### src/rtl/cvs_pkg.sv
package cvs_pkg;
  typedef enum logic {
    ST_IDLE  = 1'b0,
    ST_SWEEP = 1'b1
  } sweep_state_e;
endpackage

### src/rtl/cvs_ref_bits.sv
module cvs_ref_bits #(
  parameter int N_FRAMES = 16,
  parameter int IDX_W    = 4
) (
  input  logic                clk_i,
  input  logic                rst_ni,
  input  logic                use_valid_i,
  input  logic [IDX_W-1:0]    use_idx_i,
  input  logic                clr_en_i,
  input  logic                fill_en_i,
  input  logic [IDX_W-1:0]    hand_i,
  output logic [N_FRAMES-1:0] ref_o
);
  for (genvar g = 0; g < N_FRAMES; g++) begin : g_bit
    logic set_hit, clr_hit;
    assign set_hit = (use_valid_i && use_idx_i == IDX_W'(g)) ||
                     (fill_en_i && hand_i == IDX_W'(g));
    assign clr_hit = clr_en_i && hand_i == IDX_W'(g);
    always_ff @(posedge clk_i or negedge rst_ni) begin
      if (!rst_ni)      ref_o[g] <= 1'b0;
      else if (set_hit) ref_o[g] <= 1'b1;  // set beats clear
      else if (clr_hit) ref_o[g] <= 1'b0;
    end
  end

  AST_USE_SETS: assert property (@(posedge clk_i) disable iff (!rst_ni)
    use_valid_i |=> ref_o[$past(use_idx_i)]);
endmodule

### src/rtl/cvs_hand.sv
module cvs_hand #(
  parameter int N_FRAMES = 16,
  parameter int IDX_W    = 4
) (
  input  logic             clk_i,
  input  logic             rst_ni,
  input  logic             adv_i,
  output logic [IDX_W-1:0] hand_o
);
  localparam logic [IDX_W-1:0] LAST = IDX_W'(N_FRAMES - 1);

  always_ff @(posedge clk_i or negedge rst_ni) begin
    if (!rst_ni)    hand_o <= '0;
    else if (adv_i) hand_o <= (hand_o == LAST) ? '0 : hand_o + 1'b1;
  end

  AST_HAND_IN_RANGE: assert property (@(posedge clk_i) disable iff (!rst_ni)
    hand_o <= LAST);
endmodule

### src/rtl/cvs_sweep_fsm.sv
module cvs_sweep_fsm
  import cvs_pkg::*;
#(
  parameter int IDX_W = 4
) (
  input  logic             clk_i,
  input  logic             rst_ni,
  input  logic             req_i,
  input  logic             cur_ref_i,
  input  logic [IDX_W-1:0] hand_i,
  output logic             clr_en_o,
  output logic             fill_en_o,
  output logic             adv_o,
  output logic             gnt_o,
  output logic [IDX_W-1:0] victim_o
);
  sweep_state_e st_q, st_d;

  always_comb begin
    st_d      = st_q;
    clr_en_o  = 1'b0;
    fill_en_o = 1'b0;
    adv_o     = 1'b0;
    unique case (st_q)
      ST_IDLE:  if (req_i && !gnt_o) st_d = ST_SWEEP;
      ST_SWEEP: begin
        adv_o = 1'b1;
        if (cur_ref_i) clr_en_o = 1'b1;
        else begin
          fill_en_o = 1'b1;
          st_d      = ST_IDLE;
        end
      end
      default:  st_d = ST_IDLE;
    endcase
  end

  always_ff @(posedge clk_i or negedge rst_ni) begin
    if (!rst_ni) begin
      st_q     <= ST_IDLE;
      gnt_o    <= 1'b0;
      victim_o <= '0;
    end else begin
      st_q  <= st_d;
      gnt_o <= fill_en_o;
      if (fill_en_o) victim_o <= hand_i;
    end
  end

  AST_GNT_PULSE: assert property (@(posedge clk_i) disable iff (!rst_ni)
    gnt_o |=> !gnt_o);
  AST_VICTIM_HOLD: assert property (@(posedge clk_i) disable iff (!rst_ni)
    !gnt_o |-> $stable(victim_o));
endmodule

### src/rtl/clock_victim_sel.sv
module clock_victim_sel #(
  parameter int N_FRAMES = 16,
  parameter int IDX_W    = (N_FRAMES > 1) ? $clog2(N_FRAMES) : 1
) (
  input  logic             clk_i,
  input  logic             rst_ni,
  input  logic             use_valid_i,
  input  logic [IDX_W-1:0] use_idx_i,
  input  logic             evict_req_i,
  output logic             evict_gnt_o,
  output logic [IDX_W-1:0] victim_idx_o
);
  localparam logic [IDX_W-1:0] LAST = IDX_W'(N_FRAMES - 1);

  logic [N_FRAMES-1:0] ref_bits;
  logic [IDX_W-1:0]    hand;
  logic                clr_en, fill_en, adv, cur_ref;

  assign cur_ref = ref_bits[hand];

  cvs_ref_bits #(.N_FRAMES(N_FRAMES), .IDX_W(IDX_W)) u_bits (
    .clk_i, .rst_ni, .use_valid_i, .use_idx_i,
    .clr_en_i(clr_en), .fill_en_i(fill_en), .hand_i(hand), .ref_o(ref_bits)
  );

  cvs_hand #(.N_FRAMES(N_FRAMES), .IDX_W(IDX_W)) u_hand (
    .clk_i, .rst_ni, .adv_i(adv), .hand_o(hand)
  );

  cvs_sweep_fsm #(.IDX_W(IDX_W)) u_fsm (
    .clk_i, .rst_ni, .req_i(evict_req_i), .cur_ref_i(cur_ref), .hand_i(hand),
    .clr_en_o(clr_en), .fill_en_o(fill_en), .adv_o(adv),
    .gnt_o(evict_gnt_o), .victim_o(victim_idx_o)
  );

  AST_HAND_PAST_VICTIM: assert property (@(posedge clk_i) disable iff (!rst_ni)
    evict_gnt_o |-> hand == ((victim_idx_o == LAST) ? '0 : victim_idx_o + 1'b1));
  AST_VICTIM_REFILLED: assert property (@(posedge clk_i) disable iff (!rst_ni)
    evict_gnt_o |-> ref_bits[victim_idx_o]);
  AST_CLEAR_ON_PASS: assert property (@(posedge clk_i) disable iff (!rst_ni)
    (clr_en && !(use_valid_i && use_idx_i == hand)) |=> !ref_bits[$past(hand)]);
  AST_SET_WINS: assert property (@(posedge clk_i) disable iff (!rst_ni)
    (clr_en && use_valid_i && use_idx_i == hand) |=> ref_bits[$past(hand)]);
endmodule

### config.mk
export PLATFORM = sky130hd
export DESIGN_NAME = clock_victim_sel
export DESIGN_NICKNAME = d
export VERILOG_FILES = /design/src/rtl/cvs_pkg.sv /design/src/rtl/cvs_ref_bits.sv /design/src/rtl/cvs_hand.sv /design/src/rtl/cvs_sweep_fsm.sv /design/src/rtl/clock_victim_sel.sv
export SDC_FILE = /design/constraint.sdc
export NUM_CORES = 1
export LEC_CHECK = 0
export CELL_PAD_IN_SITES_DETAIL_PLACEMENT = 0
export CELL_PAD_IN_SITES_GLOBAL_PLACEMENT = 1
export CORE_ASPECT_RATIO = 0.9
export CORE_MARGIN = 2
export CORE_UTILIZATION = 35
export CTS_BUF_LIST = sky130_fd_sc_hd__clkbuf_8 sky130_fd_sc_hd__clkbuf_16
export DETAILED_ROUTE_END_ITERATION = 10
export DONT_BUFFER_PORTS = 1
export GPL_ROUTABILITY_DRIVEN = 0
export PLACE_DENSITY = 0.58
export SYNTH_ARGS = -nofsm -noshare
export SYNTH_HDL_FRONTEND = slang
export SYNTH_SLANG_ARGS = --single-unit
### constraint.sdc
create_clock -name clk_i -period 2.98 [get_ports clk_i]
set_clock_uncertainty 0.05 [all_clocks]
set_input_delay 0.298 -clock clk_i [delete_from_list [all_inputs] [get_ports clk_i]]
set_output_delay 0.298 -clock clk_i [all_outputs]
set_load 0.03 [all_outputs]
Yosys cells after proc, flatten, opt, wreduce, memory -nomap -nowiden
Index checks and enable logic that the tools add are counted.

word-level totals
  bits in registers = 26
  input port bits = 8
  output and inout port bits = 5
  word-level logic and storage cells = 179

operators by class
  add/sub/neg operators = 1
  $lt $le $gt $ge = 1
  equality and inequality tests = 30
  muxes and demuxes = 42
  bitwise gates (word level) = 1
  reduce and logical (&&, ||, !) cells = 84

operator list
  kind                 count
  $eq 4x4->1 const B   16
  $logic_and 1x1->1    49
  $mux 1               39
  $eq 4x3->1 const B   8
  $reduce_bool 2->1    16
  $eq 4x2->1 const B   4
  $logic_or 1x1->1     16
  $eq 4x1->1 const B   2
  $logic_not 4->1      2
  $lt 4x5->1 const B   1
  $add 4x1->4 const B  1
  $bmux 1 s4           1
  $mux 4               1
  $pmux 1 s2           1
  $logic_not 1->1      1
  $not 1->1            1

Logic depth before layout (Yosys ltp)
Gate-level depths: netlist of the first run.

  depth after elaboration = 7
  gate-level depth with buffers = 6
  gate-level depth less buffers = 5

By module
From an unflattened synthesis of the first run, not the netlist that was laid out.

second synthesis, totals
  cell total of the unflattened synthesis = 116
  area total of the unflattened synthesis = 1,357.6 µm²

by module, submodules not included
  module            times used  cells each  area each (µm²)  seq. area each (µm²)
  cvs_ref_bits      1           77          788.3            400.4
  cvs_sweep_fsm     1           15          254.0            150.1
  cvs_hand          1           17          180.2            100.1
  clock_victim_sel  1           7           135.1            0.0

Worst setup path before layout of the first run
OpenSTA, ideal clock, no wires.

  kind = register to register
  start point = reg u_hand.hand_o[0]
  end point = reg u_fsm.victim_o[0]
  setup time = 125 ps
  data arrival time = 1,738 ps
  data required time = 2,805 ps
  path slack = 1,068 ps
  cell stages (with the launch flop) = 6
  buffers on the path = 1
  clock period less this slack = 1,912 ps
  path through = dfrtp_1 buf_6 mux2i_1 mux4_2 a22oi_4 mux2_2

on the way
  cells in the longest elaborated chain, start to end = 4

RTL lines
  what                          line                    RTL
  from (decl)                   cvs_hand.sv:8           output logic [IDX_W-1:0] hand_o
  from (signal assigned)        cvs_hand.sv:14          else if (adv_i) hand_o <= (hand_o == LAST) ? '0 : hand_o + 1'b1;
  $bmux 1 s4                    clock_victim_sel.sv:19  assign cur_ref = ref_bits[hand];
  $mux 1 (implied by the code)  clock_victim_sel.sv:19
  $mux 1                        cvs_sweep_fsm.sv:28     if (cur_ref_i) clr_en_o = 1'b1;
  $mux 1                        cvs_sweep_fsm.sv:24     unique case (st_q)
  to (signal assigned)          cvs_sweep_fsm.sv:46     if (fill_en_o) victim_o <= hand_i;
  to (decl)                     cvs_sweep_fsm.sv:15     output logic [IDX_W-1:0] victim_o

Several ways; a longest one is shown, not always the timed one. The select of a mux whose other input is x is not followed.
A chain may end at the register's enable or synchronous reset.

Worst setup path after layout of the first run
Same ends and word-level chain as after synthesis.

==> run_results.csv, run 1 <==
group,metric,value,unit
sta,period_needed,2.17,ns
route,firstDrtPassIters,4,
finish,fin_cells,181,
clock_tree,clk_path_buf_depth,2,
sta,setup_viol,0,
route,wirelength,3050,um
power,ir_worst_vdd,334,uV
place,port_buffers,0,
finish,final_common_cell,"dfrtp_1",
sta,rsz0062_at_grt,"no",
clock_tree,root_buffer,"clkbuf_8",
die,start_util,37.1,%
synthesis,syn_inst,134,
min_path,hp-class,"in -> reg",
global_route,grt_pass1_wl,5310,um
critical_path,crit_type,"reg -> reg",
critical_path,required,3.10,ns
global_route,grtUsageMet1,21.2,%
critical_path,crit_chain,"mux2i_1, mux4_2, a22oi_4, mux2_2",
die,fp.dieW,70.5,um
synthesis,synth_top_area_cell,"dfrtp_1",
power,pwr-share-clk,17.2,%
sta,holdWs,0.146,ns
route,drc,0,
synthesis,ys_warn_count,0,
global_route,grt.busiest_layer,"met2",
synthesis,ys_ff_latch,26,
critical_path,end_kind,"register",
finish,utilization,40.6,%
synthesis,syn-num-nets,146,
clock_tree,clk_pin_slew,0.09,ns
route,wire_per_inst,16.9,um
sta,tightest_slew,0.557,ns
finish,final.fill_count,364,
critical_path,crit_slowest_cell,"dfrtp_1",
clock_tree,htree_levels,1,
finish,diodes,0,
clock_tree,cts_tree,"done",
finish,multiInputGateArea,699,um2
route,via_per_inst,5.70,
sta,setup_ws,0.814,ns
route,ant_nets,0,
power,power_frac_seq,44.1,%
critical_path,start_kind,"register",
status,outcome,"complete, no violations",
clock_tree,postCtsSetupRepairBufs,0,
sta,fin_setup_tns,0,ns
clock_tree,clk_latency,0.27,ns
clock_tree,cts_sinks,26,
die,fp.dieH,63.8,um
global_route,antenna_found_initial,0,
synthesis,yosys.cell_types.count,26,
global_route,grt.total_usage,15.1,%
power,power.density,1120,nW/um2
place,hpwl,2230,um
sta,layout_worst_path_cycle_share,72.7,%
power,power_leakage,0.000602,uW
global_route,grt.met2_usage,24.2,%
finish,layout_common_cells,"dfrtp_1 (26), nand2_1 (22), o21ai_0 (19), o311ai_0 (16), mux2i_1 (8)",
sta,hold_violations,0,
global_route,overflow,0,
sta,max_freq,462,MHz
power,p_int,995,uW
run,drv_cap,0,
die,core,3760,um2
finish,regArea,651,um2
die,ios,13,
global_route,grt_pass1_vias,1064,
sta,max_slew_margin,62.8,%
finish,layout-drive-gt1-share,9.63,%
synthesis,ys_seq_area_share,46.7,%
clock_tree,cts_made_buffers,3,
synthesis,syn_area_per_cell,10.4,um2
finish,area_growth,9.43,%
critical_path,cp_data_arrival_time,2.28,ns
die,num_rows,21,
synthesis,synth.cell_area,1390,um2
finish,nets,148,
route,drt_iter0_markers,84,
sta,maxSlewViolCount,0,
critical_path,slowest_delay,0.71,ns
critical_path,path_max_fanout,13,
synthesis,synth_top_area_share,46.7,%
global_route,grt_max_degree,27,
place,placed_cells,175,
global_route,met3_usage,3.79,%
power,sw_frac_of_total,41.7,%
die,die_area,4500,um2
power,comb_power_share,38.7,%
synthesis,yosys-top-cells-area,"dfrtp_1 (47%), o311ai_0 (10%), o21ai_0 (6.8%)",
place,dp_slack,0.831,ns
route,dr_total_vias,1032,
power,power.switching,710,uW
## metal layers
layer	wire length (um)	vias up
met2	1370	23
met3	147	2
met1	1520	496
met4	18	0
met5	0	-
li1	-	511
## cell type report
cell class | instances | area share [%]
clock buffer | 3 | 2.71
clock inverter | 1 | 1.97
inverter | 4 | 0.985
multi-input combinational | 99 | 45.9
sequential | 26 | 42.7
tap | 46 | 3.78
timing repair buffer | 2 | 1.97
## synth_stat cells
cell / instances
dfrtp_1: 26
nand2_1: 22
o21ai_0: 19
o311ai_0: 16
mux2i_1: 8
nand3_1: 6
ha_1: 4
inv_1: 4
clkbuf_1: 3
mux2_2: 3
nand2b_1: 3
nor2b_1: 3
mux4_2: 2
nor2_1: 2
nor3b_1: 2
a21oi_1: 1
a22o_1: 1
a22oi_4: 1
a31o_2: 1
and3_1: 1
and3b_1: 1
buf_2: 1
buf_6: 1
o41ai_1: 1
or2_2: 1
xnor2_1: 1
## repair_timing
action	CTS	global route
resized for setup	0	0
endpoints found under the hold margin	26	0
hold buffers	2	0
## metrics by stage
stage | instance area (um2) | total power [uW]
3_5_place_dp | 1420 | 1420
6_report | 1520 | 1700
5_1_grt | 1520 | 1850
2_1_floorplan | 1390 | 1260
3_3_place_gp | 1420 | 1410
4_1_cts | 1520 | 1720
## critical path: cells and delay by family, from the launching register on
family         cells  cell delay (ns)
AO/OA/AOI/OAI      1             0.24
multiplexers       3             1.07
flip-flops         1             0.71
## state kept, by name, indices dropped and copies added, names as in the netlist
signal and flops:
u_bits.ref_o 16, u_fsm.gnt_o 1, u_fsm.st_q 1, u_fsm.victim_o 4
u_hand.hand_o 4
## power by group through the flow
stage          Combinational, uW  Clock (uW)  Sequential (uW)
2_1_floorplan                614           0              650
3_3_place_gp                 640           0              771
3_5_place_dp                 653           0              767
4_1_cts                      665         299              758
5_1_grt                      754         314              783
6_report                     659         293              753
## worst paths after layout
check / slack [ns] / endpoint / depth (start not counted) / startpoint
setup reg to reg: 0.81 / u_fsm.victim_o[0] / 4 / u_hand.hand_o[0]
hold reg to reg: 0.48 / u_bits.ref_o[13] / 2 / u_bits.ref_o[13]
min in group asynchronous: 0.40 / u_hand.hand_o[2] / 2 / rst_ni
setup / recovery: 0.81 / u_fsm.victim_o[0] / 4 / u_hand.hand_o[0]
hold / removal: 0.15 / u_bits.ref_o[15] / 2 / use_idx_i[0]
max in group asynchronous: 2.33 / u_bits.ref_o[8] / 2 / rst_ni
## logic make-up (layout without fill, tap and decap cells)
logic type | count (synthesis) | after routing | synth area share (%)
simple gates | 41 | 41 | 13.9
compound gates | 40 | 40 | 20.7
flops | 26 | 26 | 46.7
mux | 13 | 13 | 11.4
buf+inv | 9 | 10 | 3.05
fa+ha+maj | 4 | 4 | 3.59
xor+xnor | 1 | 1 | 0.629
Power figures use the tool's default switching activity.
==> run 2: changes to the inputs <==
==> constraint.sdc (replaced) <==
create_clock -name clk_i -period 2.05 [get_ports clk_i]
set_clock_uncertainty 0.05 [all_clocks]
set_input_delay 0.205 -clock clk_i [delete_from_list [all_inputs] [get_ports clk_i]]
set_output_delay 0.205 -clock clk_i [all_outputs]
set_load 0.03 [all_outputs]
==> run 2 against run 1 <==
Sequential share of layout area shrank 1.2 points. Highest routed layer unchanged. Global-route usage shrank 0.22 points. Non-clock buffer count grew 4. Clock power grew 45%. Sequential cell count is the same. Design area grew 2.8%. First-iteration DRC count shrank 37%. Worst setup slack lost 0.74 ns. Maximum frequency grew 9.8%. Power grew 51%. Count of clock-buffer cells in the layout is the same. Critical path depth grew 1.
==> run_results.csv, run 2 (same netlist as run 1, synthesis figures left out) <==
group,metric,value,unit
finish,top_register,"u_bits.ref_o",
finish,top_regs,"u_bits.ref_o (16), u_fsm.victim_o (4), u_hand.hand_o (4)",
critical_path,start_kind,"register",
place,port_buffers,0,
clock_tree,clk_path_buf_depth,2,
sta,fin_setup_tns,0,ns
route,ant_nets,0,
die,core,3760,um2
sta,hold_violations,0,
critical_path,end_kind,"register",
finish,largest_reg_flops,16,
clock_tree,cts_tree,"done",
critical_path,crit_chain,"buf_12, mux2i_1, mux4_2, a22oi_4, mux2_2",
sta,layout_worst_path_cycle_share,96.3,%
critical_path,slowest_delay,0.53,ns
sta,max_slew_margin,67.7,%
global_route,antenna_found_initial,0,
critical_path,cp_data_arrival_time,2.09,ns
die,fp.dieW,70.5,um
clock_tree,cts_sinks,26,
die,num_rows,21,
clock_tree,cts_made_buffers,3,
clock_tree,postCtsSetupRepairBufs,0,
power,power.density,1640,nW/um2
critical_path,required,2.16,ns
die,ios,13,
sta,setup_viol,0,
finish,area_growth,12.5,%
finish,nets,152,
critical_path,path_max_fanout,13,
clock_tree,htree_levels,1,
clock_tree,cts_resized,0,
route,firstDrtPassIters,4,
finish,final_common_cell,"dfrtp_1",
clock_tree,clk_latency,0.27,ns
finish,final.fill_count,370,
sta,max_freq,507,MHz
global_route,grt_pass1_vias,1005,
min_path,hp-class,"in -> reg",
die,fp.dieH,63.8,um
sta,setup_ws,0.0768,ns
sta,tightest_slew,0.484,ns
global_route,grt_max_degree,27,
finish,diodes,0,
die,start_util,37.1,%
sta,holdWs,0.0499,ns
route,drc,0,
clock_tree,root_buffer,"clkbuf_8",
route,wire_per_inst,17.0,um
global_route,overflow,0,
place,dp_slack,0.0844,ns
finish,layout-drive-gt1-share,12.2,%
sta,period_needed,1.97,ns
route,via_per_inst,5.58,
finish,layout_common_cells,"dfrtp_1 (26), nand2_1 (22), o21ai_0 (19), o311ai_0 (16), mux2i_1 (8)",
sta,rsz0062_at_grt,"no",
run,drv_cap,0,
power,power_leakage,0.000626,uW
global_route,grt.total_usage,14.9,%
global_route,grt_pass1_wl,5130,um
critical_path,crit_slowest_cell,"mux4_2",
die,die_area,4500,um2
route,drt_iter0_markers,53,
critical_path,crit_type,"reg -> reg",
sta,maxSlewViolCount,0,
status,outcome,"complete, no violations",
route,dr_total_vias,1033,
power,ir_worst_vdd,492,uV
route,wirelength,3150,um
clock_tree,clk_pin_slew,0.09,ns
place,hpwl,2350,um
==> run 2: power by group <==
| part | switching (uW) | internal, uW | leakage [uW] | total [uW] |
|---|---|---|---|---|
| Combinational | 599 | 501 | 0.000294 | 1100 |
| Sequential | 290 | 753 | 0.000297 | 1040 |
| Clock | 163 | 261 | 0.0000357 | 424 |
| Total | 1050 | 1520 | 0.000626 | 2570 |
==> run 2: repair_timing <==
item	4_1_cts	5_1_grt
setup endpoints to repair	0	0
endpoints found under the hold margin	26	0
hold buffers	2	0
==> run 2: worst paths after layout <==
kind	endpoint	slack, ns	depth (start not counted)	start
max	u_fsm.victim_o[0]	0.08	5	u_hand.hand_o[0]
min	u_bits.ref_o[15]	0.05	2	use_idx_i[0]
max reg2reg	u_fsm.victim_o[0]	0.08	5	u_hand.hand_o[0]
min reg2reg	u_bits.ref_o[11]	0.48	2	u_bits.ref_o[11]
max in group asynchronous	u_bits.ref_o[0]	1.49	2	rst_ni
min in group asynchronous	u_hand.hand_o[2]	0.30	2	rst_ni
==> run 2: final cells by class <==
type | instances | area [um2] | area share, %
clock inverters | 1 | 30.0 | 1.92
repair buffers | 6 | 72.6 | 4.63
inverters | 4 | 15.0 | 0.958
well taps | 46 | 57.6 | 3.67
clock buffers | 3 | 41.3 | 2.64
multi-input cells | 99 | 699 | 44.6
flip-flops and latches | 26 | 651 | 41.5
==> run 2: worst max-delay path, delay by kind of cell (launching register included) <==
kind                   cells  cell delay [ns]
flip-flops                 1             0.41
multiplexers               3             1.01
buffers and inverters      1             0.16
AO/OA/AOI/OAI              1             0.24
==> run 2: metrics by stage <==
stage	area, um2	instances	power [uW]	util (%)
final	1570	185	2570	41.7
after global routing	1570	185	2780	41.7
after CTS	1570	185	2590	41.7
after detailed placement	1470	179	2150	39.0
after global placement	1470	179	2130	39.0
after floorplan	1390	134	1840	-
==> run 2: per-layer routing <==
metal | part of all wire [%] | GRT usage, %
met1 | 48 | 21.5
met2 | 45 | 23.2
met3 | 6.0 | 3.47
met4 | 0.41 | 2.16
met5 | 0 | 0
